==> src/rtl/ram_hier_pkg.sv <==
package ram_hier_pkg;

  localparam int WORD_W     = 16;
  localparam int BANK_WAYS  = 8;
  localparam int BANK_SEL_W = $clog2(BANK_WAYS);

  // Address width of a tree with the given number of levels whose
  // outermost level groups top_group children.
  function automatic int tree_addr_w(input int levels, input int top_group);
    return BANK_SEL_W * (levels - 1) + $clog2(top_group);
  endfunction

  function automatic int tree_words(input int levels, input int top_group);
    return (BANK_WAYS ** (levels - 1)) * top_group;
  endfunction

endpackage

==> src/rtl/ram_bit_cell.sv <==
module ram_bit_cell (
  input  logic clk,
  input  logic d,
  input  logic load,
  output logic q
);

  always_ff @(posedge clk) begin
    if (load) q <= d;
  end

endmodule

==> src/rtl/ram_word_reg.sv <==
module ram_word_reg #(
  parameter int WIDTH = 16
) (
  input  logic             clk,
  input  logic [WIDTH-1:0] d,
  input  logic             load,
  output logic [WIDTH-1:0] q
);

  for (genvar b = 0; b < WIDTH; b++) begin : g_bit
    ram_bit_cell cell_u (
      .clk  (clk),
      .d    (d[b]),
      .load (load),
      .q    (q[b])
    );
  end

endmodule

==> src/rtl/ram_sel_demux.sv <==
module ram_sel_demux #(
  parameter int WAYS = 8,
  localparam int SEL_W = $clog2(WAYS)
) (
  input  logic [SEL_W-1:0] sel,
  input  logic             en,
  output logic [WAYS-1:0]  way_en
);

  for (genvar i = 0; i < WAYS; i++) begin : g_way
    assign way_en[i] = en && (sel == SEL_W'(i));
  end

endmodule

==> src/rtl/ram_sel_mux.sv <==
module ram_sel_mux #(
  parameter int WAYS  = 8,
  parameter int WIDTH = 16,
  localparam int SEL_W = $clog2(WAYS)
) (
  input  logic [SEL_W-1:0]           sel,
  input  logic [WAYS-1:0][WIDTH-1:0] ways,
  output logic [WIDTH-1:0]           out
);

  always_comb begin
    out = ways[sel];
  end

endmodule

==> src/rtl/ram_level.sv <==
module ram_level
  import ram_hier_pkg::*;
#(
  parameter int LEVEL = 2,
  parameter int GROUP = 8,
  localparam int SEL_W = $clog2(GROUP),
  localparam int SUB_W = BANK_SEL_W * (LEVEL - 1),
  localparam int AW    = SEL_W + SUB_W
) (
  input  logic              clk,
  input  logic [WORD_W-1:0] wr_data,
  input  logic [AW-1:0]     addr,
  input  logic              wr_load,
  output logic [WORD_W-1:0] rd_data
);

  logic [GROUP-1:0]             way_en;
  logic [GROUP-1:0][WORD_W-1:0] way_rd;
  logic [SEL_W-1:0]             way_sel;

  // The upper field of this level's address picks the child.
  assign way_sel = addr[AW-1:SUB_W];

  ram_sel_demux #(.WAYS(GROUP)) wr_dmx_u (
    .sel    (way_sel),
    .en     (wr_load),
    .way_en (way_en)
  );

  if (LEVEL == 1) begin : g_base
    for (genvar w = 0; w < GROUP; w++) begin : g_word
      ram_word_reg #(.WIDTH(WORD_W)) word_u (
        .clk  (clk),
        .d    (wr_data),
        .load (way_en[w]),
        .q    (way_rd[w])
      );
    end
  end else begin : g_tree
    logic [SUB_W-1:0] sub_addr;
    assign sub_addr = addr[SUB_W-1:0];
    for (genvar s = 0; s < GROUP; s++) begin : g_sub
      ram_level #(.LEVEL(LEVEL - 1), .GROUP(BANK_WAYS)) sub_u (
        .clk     (clk),
        .wr_data (wr_data),
        .addr    (sub_addr),
        .wr_load (way_en[s]),
        .rd_data (way_rd[s])
      );
    end
  end

  ram_sel_mux #(.WAYS(GROUP), .WIDTH(WORD_W)) rd_mux_u (
    .sel  (way_sel),
    .ways (way_rd),
    .out  (rd_data)
  );

endmodule

==> src/rtl/ram_hier_top.sv <==
module ram_hier_top
  import ram_hier_pkg::*;
#(
  parameter int LEVELS    = 2,
  parameter int TOP_GROUP = 8,
  localparam int ADDR_W   = tree_addr_w(LEVELS, TOP_GROUP)
) (
  input  logic              clk,
  input  logic [WORD_W-1:0] wr_data,
  input  logic [ADDR_W-1:0] addr,
  input  logic              wr_load,
  output logic [WORD_W-1:0] rd_data
);

  ram_level #(.LEVEL(LEVELS), .GROUP(TOP_GROUP)) root_u (
    .clk     (clk),
    .wr_data (wr_data),
    .addr    (addr),
    .wr_load (wr_load),
    .rd_data (rd_data)
  );

endmodule

==> config.mk <==
export PLATFORM = sky130hd
export DESIGN_NAME = ram_hier_top
export DESIGN_NICKNAME = d
export VERILOG_FILES = /design/src/rtl/ram_hier_pkg.sv /design/src/rtl/ram_bit_cell.sv /design/src/rtl/ram_word_reg.sv /design/src/rtl/ram_sel_demux.sv /design/src/rtl/ram_sel_mux.sv /design/src/rtl/ram_level.sv /design/src/rtl/ram_hier_top.sv
export SDC_FILE = /design/constraint.sdc
export NUM_CORES = 1
export LEC_CHECK = 0
export ABC_CLOCK_PERIOD_IN_PS = 2900
export BUFFER_PORTS_ARGS = -buffer_cell sky130_fd_sc_hd__buf_2
export CAP_MARGIN = 20
export CELL_PAD_IN_SITES_DETAIL_PLACEMENT = 1
export CELL_PAD_IN_SITES_GLOBAL_PLACEMENT = 2
export CORE_MARGIN = 2
export CORE_UTILIZATION = 51
export DETAILED_ROUTE_END_ITERATION = 8
export PLACE_DENSITY_LB_ADDON = 0.08
export SLEW_MARGIN = 40
export SYNTH_ARGS = -nofsm -noshare
export SYNTH_HDL_FRONTEND = slang
export SYNTH_SLANG_ARGS = --single-unit
==> constraint.sdc <==
create_clock -name clk -period 2.9 [get_ports clk]
set_clock_uncertainty 0.05 [all_clocks]
set_input_delay 0.145 -clock clk [delete_from_list [all_inputs] [get_ports clk]]
set_output_delay 0.145 -clock clk [all_outputs]
set_load 0.005 [all_outputs]
# Word level (Yosys, flattened, before mapping)
# Cells that the tools add are included.
[word_totals]
register_bits = 1024
out_inout_bits = 16
word_cells = 1132
[classes]
order_cmp = 2
eq_ne = 14
muxes = 18
n_reduce_logical = 74
[ops]
columns = ["cell", "count"]
rows = [
  ["16-bit binary-select mux with 3-bit select", 9],
  ["16-bit 2-to-1 mux", 9],
  ["1-bit logical AND", 72],
  ["3-bit equality test, second input constant", 8],
  ["3-bit by 2-bit equality test with 1-bit output, second input constant", 4],
  ["3-bit by 4-bit < comparator with 1-bit output, second input constant", 2],
  ["3-bit by 1-bit equality test with 1-bit output, second input constant", 2],
  ["3-bit zero test", 2],
]

# Depth between registers and ports, before layout
# Gate-level depths: netlist of run 1.
[logic_depth]
depth_word = 4
mapped_depth = 10
mapped_depth_nobuf = 5

# Hierarchy
# A second synthesis of run 1 with hierarchy kept.
[hier_totals]
cells_unflattened = 1609
hier_area_um2 = 41255.8
[modules_own_cells]
columns = ["module", "instances", "cells_each", "area_each_um2", "seq_area_each_um2"]
rows = [
  ["ram_bit_cell", 1024, 1, 30.0, 30.0],
  ["ram_sel_mux", 9, 57, 1071.0, 0.0],
  ["ram_sel_demux", 9, 8, 96.3, 0.0],
]

# Worst setup path before layout of run 1
# Ideal clock, no wire load.
[synth_timing]
kind = "input to register"
startpoint = "input port addr[2]"
endpoint = "register root_u.g_tree.g_sub[4].sub_u.g_base.g_word[7].word_u.g_bit[0].cell_u.q (enable)"
setup_ns = 0.389
arrival_time_ns = 2.169
t_required_ns = 2.461
slack_ns = 0.292
stages = 6
n_path_buf = 4
cell_sequence = "buf_2 > buf_2 > clkbuf_1 > buf_1 > nand3_1 > nor2_1"
[synth_via]
elab_chain_len = 2
[synth_lines]
columns = ["item", "line_no", "text"]
rows = [
  ["start, declared", "ram_hier_top.sv:10", "input logic [ADDR_W-1:0] addr,"],
  ["3-bit equality test", "ram_sel_demux.sv:11", "assign way_en[i] = en && (sel == SEL_W'(i));"],
  ["1-bit logical AND", "ram_sel_demux.sv:11", ""],
  ["net root_u.g_tree.g_sub[4].sub_u.g_base.g_word[7].word_u.g_bit[0].cell_u.load", "ram_bit_cell.sv:4", "input logic load,"],
  ["end signal, assigned", "ram_bit_cell.sv:9", "if (load) q <= d;"],
  ["end, declared", "ram_bit_cell.sv:5", "output logic q"],
]
# The timed path passes the listed nets, and every way through them passes these cells.
# A chain may end at the register's enable or synchronous reset.

# Worst setup path after layout of run 1
[layout_timing]
startpoint = "register root_u.g_tree.g_sub[7].sub_u.g_base.g_word[3].word_u.g_bit[10].cell_u.q"
endpoint = "output port rd_data[10]"
[layout_via]
elab_chain_len = 4
[layout_lines]
columns = ["item", "line_no", "text"]
rows = [
  ["start, declared", "ram_bit_cell.sv:5", ""],
  ["start signal, assigned", "ram_bit_cell.sv:9", ""],
  ["16-bit binary-select mux with 3-bit select", "ram_sel_mux.sv:12", "out = ways[sel];"],
  ["16-bit 2-to-1 mux (implied by the code)", "ram_sel_mux.sv:12", ""],
  ["16-bit binary-select mux with 3-bit select", "ram_sel_mux.sv:12", ""],
  ["16-bit 2-to-1 mux (implied by the code)", "ram_sel_mux.sv:12", ""],
  ["end, declared", "ram_hier_top.sv:12", "output logic [WORD_W-1:0] rd_data"],
]
# Every way passes these cells. The select of a mux whose other input is x is not followed.

==> results of run 1 <==
-- logic make-up after synthesis --
kind of cell / synth area share [%]
DFF: 77.79
muxes: 16.65
AOI/OAI and AO/OA: 2.209
buffers and inverters: 1.358
and+or+nand+nor: 1.994
-- final timing paths --
path,startpoint,to,slack (ps),cells past startpoint
setup / recovery,flop,rd_data[10],60,7
hold / removal,wr_data[14],flop,50,1
-- power breakdown --
| group | switching, W | total [W] | internal, W | leakage [nW] |
|---|---|---|---|---|
| clock | 0.00548 | 0.0122 | 0.00672 | 1.50 |
| sequential | 0.0000234 | 0.0164 | 0.0164 | 9.21 |
| combinational | 0.00110 | 0.00182 | 0.000720 | 4.08 |
-- layout make-up --
class | instances | area, µm²
clock inverter | 60 | 327.8
sequential | 1024 | 30750
tap | 1040 | 1301
timing repair buffer | 260 | 2255
inverter | 2 | 12.51
fill | 6540 | 31270
multi-input combinational | 696 | 8436
antenna | 2 | 5.005
clock buffer | 132 | 2729
-- cells in the mapped netlist --
library cell / count
a2111oi_2: 1
a211oi_1: 3
a21oi_1: 61
a221oi_1: 5
a22oi_1: 4
a2bb2oi_1: 1
a31oi_1: 3
and2_1: 1
buf_1: 9
buf_2: 36
buf_4: 15
buf_6: 4
buf_8: 1
clkbuf_1: 38
edfxtp_1: 1024
inv_1: 1
inv_2: 1
mux2_2: 24
mux2i_1: 95
mux4_2: 238
nand2_1: 69
nand2b_1: 2
nand3_1: 7
nand3b_1: 2
nor2_1: 72
nor2b_1: 4
nor3_1: 18
nor4_1: 3
o211ai_1: 1
o21a_1: 2
o21ai_0: 37
o21ai_1: 1
o221ai_1: 4
o22ai_1: 29
or2_2: 1
or3_1: 8
-- timing repair --
action / in CTS / in global routing
hold buffers: 7 / 3
buffers inserted: 0 / 0
pin swaps: 5 / 6
resized for setup: 18 / 19
endpoints found under the hold margin: 130 / 101
endpoints found under the setup margin: 9 / 6
-- through the flow --
stage	util [%]	setup slack (ps)	hold WS, ps	setup TNS (ps)	instance area (µm²)
2_1_floorplan	-	292.0	193.9	0	39530
3_3_place_gp	55.09	-105.7	571.7	-105.7	42470
3_5_place_dp	55.10	-194.4	577.0	-219.7	42470
4_1_cts	59.26	-1.291	16.37	-1.291	45680
5_1_grt	59.43	-4.228	48.64	-4.228	45810
6_report	59.44	58.48	45.96	0	45820
-- routing by layer --
metal	share of wire [%]	wire length, µm	track usage (%)
met5	0.012	12	0
met3	5.1	5254	3.510
met1	42	43170	37.03
met2	51	52610	45.15
met4	2.4	2502	7.747
==> reports/qor.txt, run 1 <==
Layout cell share with drive strength beyond 1 -> 31.23%
Startpoint types -> flop
Min-Delay Path Class -> primary input to flop
Final routed DRC violation total -> 0
Pins Over Slew Limit -> 0
First-pass GRT wire length -> 149100 µm
CP required -> 2710 ps
Fin. Hold Viols -> 0
GRT Util Overall -> 26.79%
Status -> completed
Clk slew on worst S/H paths -> 60 ps
RSZ-0062 raised after global routing -> true
Register area share after synthesis -> 77.79%
Buffers & Inverters on Critical Path -> 2
Clock Sinks -> 1024
Initial antenna violation count -> 4
Syn_nets -> 1849
Setup Crit Path Kind -> flop to output port
Final wirelength -> 103600 µm
CP top delay family -> multiplexers
Post-DRT Antenna Nets -> 0
VDD IR-drop max -> 514.3 µV
Number of I/O pins -> 40
Slew @ Worst Pin -> 815.3 ps
Most frequent cells in the layout -> 1024 x edfxtp_1, 238 x mux4_2, 191 x buf_4
Syn-to-layout area delta -> 15.90%
Largest cells by area after synthesis -> edfxtp_1 78%, mux4_2 14%, mux2i_1 2.4%, a21oi_1 0.77%, nor2_1 0.68%
Final Critical Period -> 2842 ps
Yosys reg bits -> 1024
Maximum number of pins on one net before global-route repair -> 65
Root Buffer -> clkbuf_16
Slew headroom -> 45.65%
Critical path endpoint category -> output port
P per Cell Area -> 664.3 nW/µm²
Routability cong. -> 0.8258
Vias in the first global route -> 20730
GRT overflow -> 0
Vias -> 19490
CTS tree -> built
1st-iter DRT viols -> 1819
Slowest CP cell -> mux4_2
Rows -> 102
Cts bufs inserted -> 102
Die area -> 79750 µm²
Fin nets -> 2110
Slowest stage delay, CP -> 490 ps
Endpoints failing setup -> 0
Period utilization -> 97.98%
Area leader, netlist -> edfxtp_1
Synth cell types -> 36
WL per Instance -> 32.20 µm
Pre-antenna DRT Iters -> 7
Core area -> 77080 µm²
Post-Place Cells -> 3015
Pwr Total -> 0.03044 W
CP cell instances -> mux4_2, mux2i_2, o21ai_0, nor3_4, buf_4, a21oi_2, buf_2
Fin cells -> 3216
Longest Clk Path Bufs -> 3
Max-capacitance violation count -> 0
Crit-path max FO -> 1
Yosys Warn Count -> 0
CTS H-Tree Depth -> 3
Synth Area per Inst -> 21.66 µm²
Post-synthesis cell count -> 1825
DP HPWL -> 62840 µm
Ratio of routed vias to standard cells -> 6.061
Critical Path AT -> 2650 ps
Peak Freq -> 351.9 MHz
Leading cell type in the layout, fill and taps excluded -> edfxtp_1
Post-Syn Area -> 39530 µm²
Synth top area share -> 77.79%
Leakage -> 14.79 nW
Starting Density -> 51.28%
Port Buf Inserts -> 39
Die Span Y -> 282.4 µm
Die Span X -> 282.4 µm
Power figures use the tool's default switching activity.
==> run 2, diff against run 1 <==
--- a/config.mk
+++ b/config.mk
@@ -13,6 +13,7 @@
 export CORE_MARGIN = 2
 export CORE_UTILIZATION = 51
 export DETAILED_ROUTE_END_ITERATION = 8
+export GPL_TIMING_DRIVEN = 0
 export PLACE_DENSITY_LB_ADDON = 0.08
 export SLEW_MARGIN = 40
 export SYNTH_ARGS = -nofsm -noshare
==> run 2 against run 1 <==
Against the previous run: the flow now finishes with violations (hold timing, setup timing); critical path depth is 1 lower; sequential power hardly changed; die area stayed put; total power is 2.1% higher; combinational power is 9% higher; sequential cell count stayed put; cell count is 1.8% lower; global-route usage is 4.7 points higher; first-iteration DRC count is 35% higher; routed wire length is 17% higher; maximum frequency is 4.4% lower.
==> reports/qor.txt, run 2 (synthesized netlist as in run 1, its figures left out) <==
Status -> finished with violations
Violated checks -> hold timing, setup timing
First-pass GRT wire length -> 168200 µm
Setup Crit Path Kind -> flop to output port
Fin cells -> 3157
RSZ-0062 raised after global routing -> true
Most frequent cells in the layout -> 1024 x edfxtp_1, 238 x mux4_2, 108 x clkbuf_16
Pwr Total -> 0.03107 W
Leading cell type in the layout, fill and taps excluded -> edfxtp_1
Crit-path max FO -> 1
1st-iter DRT viols -> 2454
Period utilization -> 102.4%
Hold WS -> -17.16 ps
Final Critical Period -> 2971 ps
Number of I/O pins -> 40
Pre-antenna DRT Iters -> 5
Peak Freq -> 336.6 MHz
GRT overflow -> 0
Maximum number of pins on one net before global-route repair -> 65
Pre-CTS setup slack -> -1417 ps
CTS tree -> built
CTS H-Tree Depth -> 3
Post-Place Cells -> 2964
Slew @ Worst Pin -> 869.3 ps
Routability cong. -> 0.9679
VDD IR-drop max -> 546.3 µV
Slew headroom -> 41.91%
GRT Util Overall -> 31.48%
Port Buf Inserts -> 36
FILL cells -> 6365
WL per Instance -> 38.42 µm
Final routed DRC violation total -> 0
Critical path endpoint category -> output port
CP required -> 2710 ps
Fin worst setup slack -> -70.93 ps
Layout cell share with drive strength beyond 1 -> 34.52%
Root Buffer -> clkbuf_16
Post-DRT Antenna Nets -> 0
Endpoints failing setup -> 3
Initial antenna violation count -> 3
Max-capacitance violation count -> 0
Longest Clk Path Bufs -> 3
Startpoint types -> flop
Die area -> 79750 µm²
Cts bufs inserted -> 104
Leakage -> 14.68 nW
Core area -> 77080 µm²
Die Span X -> 282.4 µm
P per Cell Area -> 666.1 nW/µm²
Clk slew on worst S/H paths -> 60 ps
Vias in the first global route -> 21180
Syn-to-layout area delta -> 18.01%
Fin nets -> 2058
DP HPWL -> 79950 µm
Final wirelength -> 121300 µm
Clock Sinks -> 1024
Pins Over Slew Limit -> 0
Critical Path AT -> 2780 ps
Die Span Y -> 282.4 µm
Starting Density -> 51.28%
Rows -> 102
Vias -> 20380
Min-delay src -> wr_data[8]
Ratio of routed vias to standard cells -> 6.454
Fin. Hold Viols -> 4
Min-Delay Path Class -> primary input to flop
run 2: changes by cell type in the layout (fill, tap and decap cells not counted), moves of 7 or more:
cell,change
buf_4,-136
nor2_1,-66
nor2_4,+65
buf_8,+41
buf_12,-26
buf_16,+22
clkbuf_2,+19
clkbuf_4,+12
buf_6,+10
mux2i_1,-9
nor3_1,-9
dlygate4sd3_1,-7
nor3_4,+7
run 2: metrics by stage:
stage / util, % / cell area (µm²) / TNS, ps
2_1_floorplan: - / 39530 / 0
5_1_grt: 60.51 / 46640 / -88.61
3_5_place_dp: 55.54 / 42810 / -595320
3_3_place_gp: 53.20 / 41010 / -1452730
6_report: 60.52 / 46650 / -104.9
4_1_cts: 60.25 / 46450 / -195.7
run 2: what timing repair did:
action                     4_1_cts  5_1_grt
buffers inserted                 2        0
hold buffers                     3        0
pin swaps                        7        8
hold endpoints to repair        57        0
setup endpoints to repair      305       14
gates resized for setup        107       46
run 2: critical path, cell delays in order, from the launching register on:
cell and delay [ps]:
edfxtp_1 360, mux4_2 500, mux2i_4 250, o21ai_0 290, a211oi_4 440, nor2_2 120, buf_2 150
run 2: routing by layer:
| metal | track usage, % | up-vias | routed length, µm |
|---|---|---|---|
| li1 | - | 8065 | - |
| met1 | 43.45 | 11110 | 48070 |
| met2 | 49.48 | 989 | 57790 |
| met3 | 7.095 | 203 | 10330 |
| met4 | 12.12 | 4 | 4999 |
| met5 | 0 | - | 112 |
run 2: cell type report:
type,count,area (µm²),area share (%)
Sequential cell,1024,30750,65.92
Clock inverter,56,385.4,0.8261
Tap cell,1040,1301,2.789
Inverter,2,7.507,0.01609
Timing Repair Buffer,104,1483,3.178
Buffer,102,728.2,1.561
Multi-Input combinational cell,696,9200,19.72
Clock buffer,131,2789,5.979
Antenna cell,2,5.005,0.01073
run 2: where the power goes:
| part | internal, W | total [W] | switching [W] |
|---|---|---|---|
| sequential | 0.0164 | 0.0164 | 0.0000233 |
| combinational | 0.000650 | 0.00199 | 0.00134 |
| clock | 0.00713 | 0.0127 | 0.00554 |
run 2: path summary, 6_finish.rpt:
path	end	slack (ps)	cells past startpoint
worst min-delay path	flop	-20	1
worst max-delay path	rd_data[7]	-70	6
